<file path="src/rtl/pte_pkg.sv">
package pte_pkg;
   typedef enum logic [1:0] {
      STEP_NONE  = 2'd0,
      STEP_MINOR = 2'd1,
      STEP_MAJOR = 2'd2
   } step_e;

   localparam int unsigned LANES = 3;
endpackage

</file>
<file path="src/rtl/pte_parity.sv">
module pte_parity #(
   parameter int unsigned PIX_W = 8
) (
   input  logic [2:0][PIX_W-1:0] pix,
   input  logic [2:0]            msg,
   output logic [2:0]            term,
   output logic [2:0]            mismatch
);
   generate
      if (PIX_W < 2) begin : g_bad_width
         $error("pte_parity: PIX_W must be at least 2");
      end
      for (genvar k = 0; k < 3; k++) begin : g_term
         localparam int unsigned NB = (k + 1) % 3;
         logic [PIX_W-1:0] sum;
         assign sum         = pix[k] + (pix[NB] >> 1);
         assign term[k]     = sum[0];
         assign mismatch[k] = term[k] ^ msg[k];
      end
   endgenerate
endmodule

</file>
<file path="src/rtl/pte_select.sv">
module pte_select
   import pte_pkg::*;
(
   input  logic [2:0]        mismatch,
   output step_e [2:0]       step,
   output logic              defer,
   output logic              any_chg,
   output logic [1:0]        chg_idx
);
   logic [2:0] hit;

   generate
      for (genvar k = 0; k < 3; k++) begin : g_sel
         localparam int unsigned LO = (k + 2) % 3;
         localparam int unsigned HI = (k + 1) % 3;
         logic single, pair;
         assign single  = mismatch[k] && !mismatch[LO] && !mismatch[HI];
         assign pair    = mismatch[k] &&  mismatch[LO] && !mismatch[HI];
         assign step[k] = single ? STEP_MINOR : (pair ? STEP_MAJOR : STEP_NONE);
         assign hit[k]  = single || pair;
      end
   endgenerate

   assign defer   = &mismatch;
   assign any_chg = |hit;

   always_comb begin
      chg_idx = 2'd0;
      if (hit[1]) chg_idx = 2'd1;
      if (hit[2]) chg_idx = 2'd2;
   end

   always_comb begin
      assert ($onehot0(hit)) else $error("pte_select: more than one lane selected");
   end
endmodule

</file>
<file path="src/rtl/pte_lane.sv">
module pte_lane
   import pte_pkg::*;
#(
   parameter int unsigned PIX_W = 8
) (
   input  logic [PIX_W-1:0] raw,
   input  step_e            step,
   output logic [PIX_W-1:0] sat,
   output logic [PIX_W-1:0] nxt
);
   localparam logic [PIX_W-1:0] TOP = {PIX_W{1'b1}};
   localparam logic [PIX_W-1:0] ONE = {{(PIX_W-1){1'b0}}, 1'b1};

   logic [PIX_W-1:0] up, dn;

   always_comb begin
      if (raw == '0)       sat = ONE;
      else if (raw == TOP) sat = TOP - ONE;
      else                 sat = raw;
   end

   assign up = sat + ONE;
   assign dn = sat - ONE;

   always_comb begin
      unique case (step)
         STEP_MINOR: nxt = sat[0] ? dn : up;
         STEP_MAJOR: nxt = sat[0] ? up : dn;
         default:    nxt = sat;
      endcase
   end
endmodule

</file>
<file path="src/rtl/pixel_triplet_embed.sv">
module pixel_triplet_embed
   import pte_pkg::*;
#(
   parameter int unsigned PIX_W = 8
) (
   input  logic             clk,
   input  logic             rst_n,
   input  logic             in_valid,
   output logic             in_ready,
   input  logic [PIX_W-1:0] in_pix0,
   input  logic [PIX_W-1:0] in_pix1,
   input  logic [PIX_W-1:0] in_pix2,
   input  logic [2:0]       in_msg,
   output logic             out_valid,
   input  logic             out_ready,
   output logic [PIX_W-1:0] out_pix0,
   output logic [PIX_W-1:0] out_pix1,
   output logic [PIX_W-1:0] out_pix2,
   output logic             out_defer,
   output logic             chg_valid,
   output logic [1:0]       chg_idx,
   output logic [PIX_W-1:0] chg_old,
   output logic [PIX_W-1:0] chg_new
);
   logic [2:0][PIX_W-1:0] raw, sat, nxt;
   logic [2:0]            term, mism;
   step_e [2:0]           step;
   logic                  defer_c, any_c;
   logic [1:0]            idx_c;

   logic                  ov_q, def_q, cv_q;
   logic [2:0][PIX_W-1:0] y_q;
   logic [1:0]            idx_q;
   logic [PIX_W-1:0]      old_q, new_q;
   logic                  take;

   assign raw = {in_pix2, in_pix1, in_pix0};

   generate
      for (genvar k = 0; k < 3; k++) begin : g_lane
         pte_lane #(.PIX_W(PIX_W)) u_lane (
            .raw (raw[k]),
            .step(step[k]),
            .sat (sat[k]),
            .nxt (nxt[k])
         );
      end
   endgenerate

   pte_parity #(.PIX_W(PIX_W)) u_par (
      .pix     (sat),
      .msg     (in_msg),
      .term    (term),
      .mismatch(mism)
   );

   pte_select u_sel (
      .mismatch(mism),
      .step    (step),
      .defer   (defer_c),
      .any_chg (any_c),
      .chg_idx (idx_c)
   );

   assign in_ready = !ov_q || out_ready;
   assign take     = in_valid && in_ready;

   always_ff @(posedge clk or negedge rst_n) begin
      if (!rst_n) begin
         ov_q  <= 1'b0;
         def_q <= 1'b0;
         cv_q  <= 1'b0;
         y_q   <= '0;
         idx_q <= '0;
         old_q <= '0;
         new_q <= '0;
      end else if (take) begin
         ov_q  <= 1'b1;
         def_q <= defer_c;
         cv_q  <= any_c;
         y_q   <= nxt;
         idx_q <= idx_c;
         old_q <= sat[idx_c];
         new_q <= nxt[idx_c];
      end else if (out_ready) begin
         ov_q  <= 1'b0;
      end
   end

   assign out_valid = ov_q;
   assign out_pix0  = y_q[0];
   assign out_pix1  = y_q[1];
   assign out_pix2  = y_q[2];
   assign out_defer = def_q;
   assign chg_valid = ov_q && cv_q;
   assign chg_idx   = idx_q;
   assign chg_old   = old_q;
   assign chg_new   = new_q;

   // Output-side parity, computed by a separate instance for checking.
   logic [2:0] out_term, out_mism_unused;
   pte_parity #(.PIX_W(PIX_W)) u_chk_par (
      .pix     (y_q),
      .msg     (3'b000),
      .term    (out_term),
      .mismatch(out_mism_unused)
   );


   parity_match_chk: assert property (@(posedge clk) disable iff (!rst_n)
      take |=> (out_defer || (out_term == $past(in_msg))));


   accept_latency_chk: assert property (@(posedge clk) disable iff (!rst_n)
      take |=> out_valid);


   stall_hold_chk: assert property (@(posedge clk) disable iff (!rst_n)
      (out_valid && !out_ready) |=> (out_valid && $stable(out_pix0) && $stable(out_pix1)
                                     && $stable(out_pix2) && $stable(out_defer) && $stable(chg_valid)));


   defer_quiet_chk: assert property (@(posedge clk) disable iff (!rst_n)
      (out_valid && out_defer) |-> !chg_valid);


   unit_step_chk: assert property (@(posedge clk) disable iff (!rst_n)
      chg_valid |-> ((chg_new == chg_old + 1'b1) || (chg_old == chg_new + 1'b1)));
endmodule

</file>
<file path="config.mk">
export PLATFORM = sky130hd
export DESIGN_NAME = pixel_triplet_embed
export DESIGN_NICKNAME = d
export VERILOG_FILES = /design/src/rtl/pte_pkg.sv /design/src/rtl/pte_parity.sv /design/src/rtl/pte_select.sv /design/src/rtl/pte_lane.sv /design/src/rtl/pixel_triplet_embed.sv
export SDC_FILE = /design/constraint.sdc
export NUM_CORES = 1
export LEC_CHECK = 0
export ABC_AREA = 1
export BUFFER_PORTS_ARGS = -buffer_cell sky130_fd_sc_hd__buf_4
export CAP_MARGIN = 5
export CORE_ASPECT_RATIO = 1.5
export CORE_MARGIN = 4
export CORE_UTILIZATION = 56
export DETAILED_ROUTE_END_ITERATION = 16
export PLACE_DENSITY = 0.84
export SETUP_SLACK_MARGIN = 0.15
export SLEW_MARGIN = 20
export SYNTH_ARGS = -nofsm -noshare
export SYNTH_HDL_FRONTEND = slang
export SYNTH_SLANG_ARGS = --single-unit
</file>
<file path="constraint.sdc">
create_clock -name clk -period 1.7 [get_ports clk]
set_input_delay 0.085 -clock clk [delete_from_list [all_inputs] [get_ports clk]]
set_output_delay 0.085 -clock clk [all_outputs]
set_load 0.01 [all_outputs]
</file>
==> results of run 1 <==
-- cells in the mapped netlist (10+ instances only) --
cell type / count / area, µm²
nand2_2: 11 / 68.8
buf_2: 11 / 55.1
nand3_1: 47 / 235
dfrtp_1: 45 / 1130
nand2_1: 223 / 837
nor2_1: 53 / 199
a31oi_1: 11 / 68.8
a21oi_1: 23 / 115
o21ai_0: 28 / 140
o21ai_1: 10 / 50.1
xor2_1: 13 / 114
inv_1: 40 / 150
-- routing by layer --
metal / global-route usage [%] / overflow
met1: 79.8 / 1
met2: 121 / 424
met4: 105 / 153
met3: 60.6 / 2
met5: 11.1 / 0
-- metrics by stage --
step           setup TNS (ps)  worst slack [ps]
2_1_floorplan            -720              -216
3_3_place_gp            -2920              -232
3_5_place_dp            -4900              -351
4_1_cts                 -22.5             -22.5
-- cells by family after synthesis --
| family | count (synthesis) |
|---|---|
| buf+inv | 74 |
| xor+xnor | 16 |
| compound gates | 79 |
| fa+ha+maj | 4 |
| simple gates | 358 |
| flops | 45 |
-- repair_timing --
action | in CTS
setup buffers | 18
gates cloned | 0
setup endpoints to repair | 17
hold endpoints to repair | 45
pin swaps | 39
resized for setup | 61
hold buffers | 1
==> key figures, run 1 <==
Clock tree
  • Root Driver: clkbuf_8
  • CTS buffer count: 5
  • Clock buffer depth: 2
  • H-tree depth: 2
  • Sinks on the clock net: 45

Floorplan
  • I/O pin cnt: between 70 and 80
  • Initial Utilization: 58.6%
  • Die H: 107 µm
  • Die width: 73.9 µm
  • # rows: 35

Placed design
  • DP HPWL: 10.1 mm
  • Placed Area: around 0.0050 mm²
  • Placed cells: 790
  • Input/output buffers: 76
  • GP Congestion: 0.944

Synth
  • Synth Register Bits: between 40 and 50
  • Mapped Nets: 611
  • Number of synthesized flops with an enable pin: 0
  • Syn avg cell area: between 6 and 7 µm²
  • Synth Area in Compound Gates: 11.9%
  • Sequential element share of the synthesized area: a little under a third
  • Post-synth ARST share: 100%
  • Largest family of logic cells by synthesized area: simple AND/OR/NAND/NOR gates
  • Prevailing post-synth register cell: dfrtp_1
  • Proportion of synthesized area in mux cells: 0%
  • Post-synth cell types: 36
  • Synth warn: 0
  • Synth Instances: 576
  • Post-Synth Simple-Gate Area: 42.0%
  • Post-Synth Adder-Cell Area: 1.37%
  • Post-Synth XOR/XNOR Area: between 4 and 5%
  • Cell Area, Synth: 0.00364 mm²

STA
  • Worst_ep kind: register data pin
  • Worst endpoint after global-route timing repair: chg_new[6]$_DFFE_PN0P_/D

Global routing
  • GRT overflow: 580
  • All-Layer GR Usage: 90.1%
  • Largest net degree at the start of global routing: 46

Status
  • Status: did not finish
  • Fail Step: 5_1_grt
  • Run Error: [ERROR GRT-0232] Routing congestion too high. Check the congestion heatmap in the GUI.
==> run 2: changes to the inputs <==
Settings changed: CORE_ASPECT_RATIO 1.5 to not set, CORE_UTILIZATION 56 to 40, PLACE_DENSITY 0.84 to not set, PLACE_DENSITY_LB_ADDON set to 0.15, SETUP_SLACK_MARGIN 0.15 to not set.
==> run 2 against run 1 <==
The run now ends clean. Synthesized area unchanged. Synthesized cell count is the same.
==> key figures, run 2 <==
Clock tree
  • Clock buffer depth: 2
  • H-tree depth: 2
  • Sinks on the clock net: 45
  • CTS tree: built
  • Worst skew pair latency: 300 ps
  • Root Driver: clkbuf_8
  • CTS buffer count: 5
  • Clock-pin slew on the worst setup and hold paths: 100 ps

Power and ir drop
  • Total Power: slightly below 4 mW
  • Pwr dens: 732 mW/mm²
  • Leakage: 2.84 nW
  • Maximum VDD drop: around 0.00036 V

Global routing
  • GRT overflow: 0
  • First-pass GRT wire length: 19.1 mm
  • All-Layer GR Usage: 22.9%
  • Vias in the first global route: 3776
  • Initial antenna violation count: 0
  • Largest net degree at the start of global routing: 46

Cells and area
  • Share of layout cells above drive strength 1: between 30% and 40%
  • # fillers: 819
  • Commonest non-fill, non-tap cell in the layout: nand2_1
  • Inserted Diodes: 0
  • Area delta synth->final: 46.7%
  • FF/Latch Area: 0.00113 mm²
  • Area occupied by multi-input gates: 0.00236 mm²
  • Final net count: 777
  • Commonest non-fill, non-tap cells in the layout: nand2_1, buf_4, nor2_1

Route
  • Residual DRC: 0
  • Overall routed net length: 12.3 mm
  • DRT antenna net count: 0
  • Wire per inst: roughly 14 µm
  • Avg Vias per Cell: around 5.1
  • Routed vias: between 4000 and 5000
  • DRT iter0 DRCs: about 270
  • First drt pass iteration count: 4

Floorplan
  • Initial Utilization: 41.4%
  • Die area: between 0.01 and 0.015 mm²
  • Die H: 103 µm
  • Die width: 103 µm
  • # rows: 34
  • Total core area: 0.00881 mm²
  • I/O pin cnt: 77

Critical path
  • Setup slack, reg-to-reg: 250 ps
  • CP Data Required Time: 1890 ps
  • WP data arrival: roughly 1900 ps
  • Maximum net fanout on the critical path: 4
  • Crit start category: input port
  • Critical Path Sink Type: register
  • CP Class: input port to register

Status
  • Status: completed

Placed design
  • DP HPWL: 9.89 mm
  • GP Congestion: 0.920
  • Input/output buffers: 76

STA
  • Post-layout min period: 1650 ps
  • F_max: 0.605 GHz
  • Clock Skew: 10.9 ps
  • RSZ-0062 raised after global routing: true
  • Rel. slew slack: 62.0%
  • Period utilisation layout: slightly below 100%
  • # setup viols final: 0
  • Slew at the pin closest to its max-slew limit: 570 ps
  • Final Hold Vio Count: 0
  • Pins Over Slew Limit: 0
  • Setup TNS: 0 ps

Min path
  • Class of the worst hold path: input port to register

Synth
  • Synth area leaders: dfrtp_1, nand2_1, nand3_1, nor2_1, inv_1
  • Most numerous cell in the Yosys netlist: nand2_1
  • Synth warn: 0
  • Synth Register Bits: 45
  • Sequential element share of the synthesized area: 30.9%
  • Share of the synthesized area in the top cell type: 30.9%
  • Largest family of logic cells by synthesized area: simple AND/OR/NAND/NOR gates
  • Mapped Nets: 611
  • Biggest area consumer among synthesized cells: dfrtp_1
  • Cell Area, Synth: 0.00364 mm²
  • Post-synth cell types: 36
  • Synth cell count leaders: nand2_1, nor2_1, nand3_1
  • Number of synthesized flops with an enable pin: 0
  • Post-synth ARST share: 100%
  • Syn avg cell area: around 6.3 µm²
  • Post-Synth Adder-Cell Area: 1.37%
  • Prevailing post-synth register cell: dfrtp_1
  • Post-Synth XOR/XNOR Area: 4.23%
  • Synth Area in Compound Gates: a little under an eighth
  • Synth Instances: 576
  • Proportion of synthesized area in mux cells: 0%
  • Post-Synth Simple-Gate Area: 42.0%

Job
  • Max-Cap Viols: 0
## run 2: repair_timing
item,4_1_cts,5_1_grt
setup endpoints to repair,1,16
endpoints found under the hold margin,45,0
pin swaps,1,24
buffers inserted,0,3
resized for setup,0,33
hold buffers,1,0
## run 2: final timing paths
check	start	to	depth (start not counted)
worst max-delay path	in_pix2[1]	chg_new[6]	19
worst min-delay path	out_ready	out_valid	4
worst max register to register	out_valid	chg_new[3]	7
worst min register to register	out_pix0[7]	out_pix0[7]	2
max in group asynchronous	rst_n	out_defer	2
min in group asynchronous	rst_n	out_pix2[2]	2
## run 2: per-layer routing
| metal | GRT usage (%) | up-vias | wire length, µm |
|---|---|---|---|
| met5 | 0 | - | 0 |
| met4 | 7.57 | 0 | 322 |
| met3 | 2.55 | 20 | 664 |
| met2 | 35.6 | 147 | 5740 |
| met1 | 33.0 | 1985 | 5590 |
| li1 | - | 2164 | - |
## run 2: cell type report
class	instances	share of cell area [%]
flip-flops and latches	45	21.1
well taps	108	2.53
clock inverters	3	0.468
clock buffers	5	1.29
repair buffers	189	27.2
inverters	44	3.19
multi-input cells	457	44.3
## run 2: metrics by stage
step                worst slack (ps)  utilization, %  hold slack, ps  std cells  cell area (µm²)
global placement                -263            57.6             118        839             5080
global route                   -89.4            60.7             116        851             5340
detailed placement              -320            57.6             120        839             5080
finish                          46.9            60.7            77.2        851             5340
CTS                             3.19            58.8            78.3        848             5180
floorplan                       -216               -            -211        576             3770
## run 2: logic make-up (layout without fill, tap and decap cells)
family | after synthesis | in the layout
flops | 45 | 45
xor+xnor | 16 | 16
fa+ha+maj | 4 | 4
simple gates | 358 | 358
buf+inv | 74 | 241
compound gates | 79 | 79
## run 2: power by group
part	leakage, nW	internal (mW)	switching (mW)
clock	0.0447	0.297	0.404
sequential	0.537	1.28	0.138
combinational	2.26	0.829	0.966
total	2.84	2.40	1.51
## run 2: critical path, stage by stage
cell     delay (ps)
buf_4           120
nand2_1          50
nor2_1          100
nand2_1          70
nand2_2          90
nand2_4          70
buf_6           130
inv_4            60
ha_4            150
nand3_4          80
nor3_4          210
xnor2_2         150
o21ai_1          80
nand2_1         110
nand3_2          90
nand2_1          70
inv_1            40
nand2_1          40
nand2_1          50
Power figures use the tool's default switching activity.
==> run 3: changes to the inputs <==
Settings changed: CORE_UTILIZATION 40 to 55.
==> run 3 against run 2 <==
The flow now finishes with violations (setup timing). Global-route usage increased by 11 points. Worst hold slack improved by 8.5 ps. Clock power increased by 5.6%. Routed wire length is 25% higher. First-iteration DRC count grew 130%. Non-clock buffer count increased by 7. Sequential power about the same. Combinational power grew 9%. Flip-flop and latch count unchanged. Critical path depth unchanged. Core utilization grew 25 points.
==> key figures, run 3 (synthesis results as in run 2) <==
Job
  • Max-Cap Viols: 0

STA
  • F_max: a little over 0.5 GHz
  • Post-route setup slack: -267 ps
  • Period utilisation layout: 116%
  • RSZ-0062 raised after global routing: true
  • Post-layout min period: 1970 ps
  • Final Hold Vio Count: 0
  • Clock Skew: 7.74 ps
  • Pins Over Slew Limit: 0
  • Rel. slew slack: 60.2%
  • # setup viols final: 9
  • Slew at the pin closest to its max-slew limit: 597 ps

Critical path
  • WP data arrival: ~2200 ps
  • CP max-delay cell: xnor2_2
  • Delay-heaviest family, CP: simple AND/OR/NAND/NOR gates
  • Buf/Inv on CP: 4
  • Critical Path, Cell by Cell: buf_6, nor2_4, nand2_2, nor2_4, nand2_2, nand2_4, buf_6, inv_4, ha_4, nand3_4, nor3_4, xnor2_2, o21ai_2, nand2_2, nand3_2, nand2_1, inv_1, nand2_1, nand2_1
  • Critical Path Sink Type: register
  • CP Class: input port to register
  • Crit start category: input port
  • Maximum net fanout on the critical path: 4
  • Crit-path max cell delay: 250 ps
  • CP Data Required Time: roughly 1900 ps

Clock tree
  • Clock-pin slew on the worst setup and hold paths: ~100 ps
  • CTS tree: built
  • H-tree depth: 2
  • Root Driver: clkbuf_8
  • Clock buffer depth: 2
  • Sinks on the clock net: 45
  • CTS buffer count: 5
  • Worst skew pair latency: 310 ps

Cells and area
  • Commonest non-fill, non-tap cells in the layout: nand2_1, buf_4, nor2_1, dfrtp_1, inv_1
  • Share of layout cells above drive strength 1: 38.4%
  • Inserted Diodes: 0
  • Commonest non-fill, non-tap cell in the layout: nand2_1
  • Final net count: between 700 and 800
  • Finished Layout Cells: 827
  • Area delta synth->final: 50.3%
  • Final non-filler cell area: 0.00547 mm²

Floorplan
  • Die H: 89.4 µm
  • Die area: 0.00799 mm²
  • # rows: 29
  • Initial Utilization: ~57%
  • Die width: 89.4 µm
  • Total core area: 0.00639 mm²
  • I/O pin cnt: slightly below 80

Power and ir drop
  • Pwr dens: 751 mW/mm²
  • Leakage: 2.91 nW
  • Maximum VDD drop: 0.000749 V

Route
  • First drt pass iteration count: 5
  • Residual DRC: 0
  • Avg Vias per Cell: 5.98
  • Routed vias: 4947
  • DRT antenna net count: 0
  • DRT iter0 DRCs: 616
  • Wire per inst: between 15 and 20 µm
  • Overall routed net length: 15.4 mm

Placed design
  • DP HPWL: 9.94 mm
  • Placed cells: 794
  • GP Congestion: 0.977
  • Placed Area: 0.00492 mm²
  • Input/output buffers: 76

Global routing
  • Largest net degree at the start of global routing: 46
  • All-Layer GR Usage: 34.2%
  • GRT overflow: 0
  • First-pass GRT wire length: between 20 and 25 mm
  • Initial antenna violation count: 0
  • Vias in the first global route: 4468

Min path
  • Class of the worst hold path: input port to register

Status
  • Failing checks: setup timing
  • Status: finished, violations left
==> run 3: cell types whose count changed in the layout (fill, tap and decap cells not counted), sizes merged <==
| cell | delta |
|---|---|
| buf | +7 |
==> run 3: layout make-up <==
type / instances / area (µm²)
Clock inverter: 3 / 25.0
Multi-Input combinational cell: 457 / 2470
Fill cell: 365 / 913
Clock buffer: 5 / 68.8
Inverter: 44 / 170
Timing Repair Buffer: 196 / 1510
Sequential cell: 45 / 1130
Tap cell: 77 / 96.3
==> run 3: power by group <==
part	switching (mW)	internal (mW)	total (mW)
sequential	0.144	1.28	1.42
clock	0.442	0.298	0.740
combinational	1.10	0.847	1.95
total	1.69	2.42	4.11
==> run 3: stage by stage <==
stage | TNS [ps] | hold WS, ps | power, mW | util, % | setup slack [ps]
3_3_place_gp | -3670 | 113 | 3.07 | 77.0 | -226
2_1_floorplan | -720 | -211 | 2.29 | - | -216
6_report | -744 | 85.7 | 4.11 | 85.7 | -267
4_1_cts | 0 | 103 | 3.85 | 80.1 | 7.14
5_1_grt | -1880 | 106 | 4.29 | 85.7 | -625
3_5_place_dp | -5650 | 117 | 3.13 | 77.0 | -379
==> run 3: repair_timing <==
item                                    in CTS  in global routing
buffers inserted                            10                 15
hold endpoints to repair                    45                  0
pin swaps                                   12                 43
hold buffers                                 1                  0
resized for setup                            7                 60
endpoints found under the setup margin       2                 16
==> run 3: worst min-delay path, delay by kind of cell <==
kind	cells	cell delay (ps)
AND/OR/NAND/NOR	2	180
buffers and inverters	2	110
==> run 3: final timing paths <==
kind	to	startpoint	depth (start not counted)	slack [ps]
max	chg_new[6]	in_pix2[1]	19	-270
min reg2reg	chg_new[4]	chg_new[4]	2	490
min	out_valid	out_ready	4	90
max in group asynchronous	cv_q	rst_n	2	930
min in group asynchronous	chg_old[1]	rst_n	2	370
max reg2reg	chg_new[6]	out_valid	8	130
==> run 3: per-layer routing <==
metal	wire length, µm	GRT usage (%)	up-vias	part of all wire (%)
li1	-	-	2182	-
met1	5460	42.0	2279	35
met2	7340	58.1	387	48
met3	1760	6.18	99	11
met4	869	16.0	0	5.6
met5	0	0	-	0
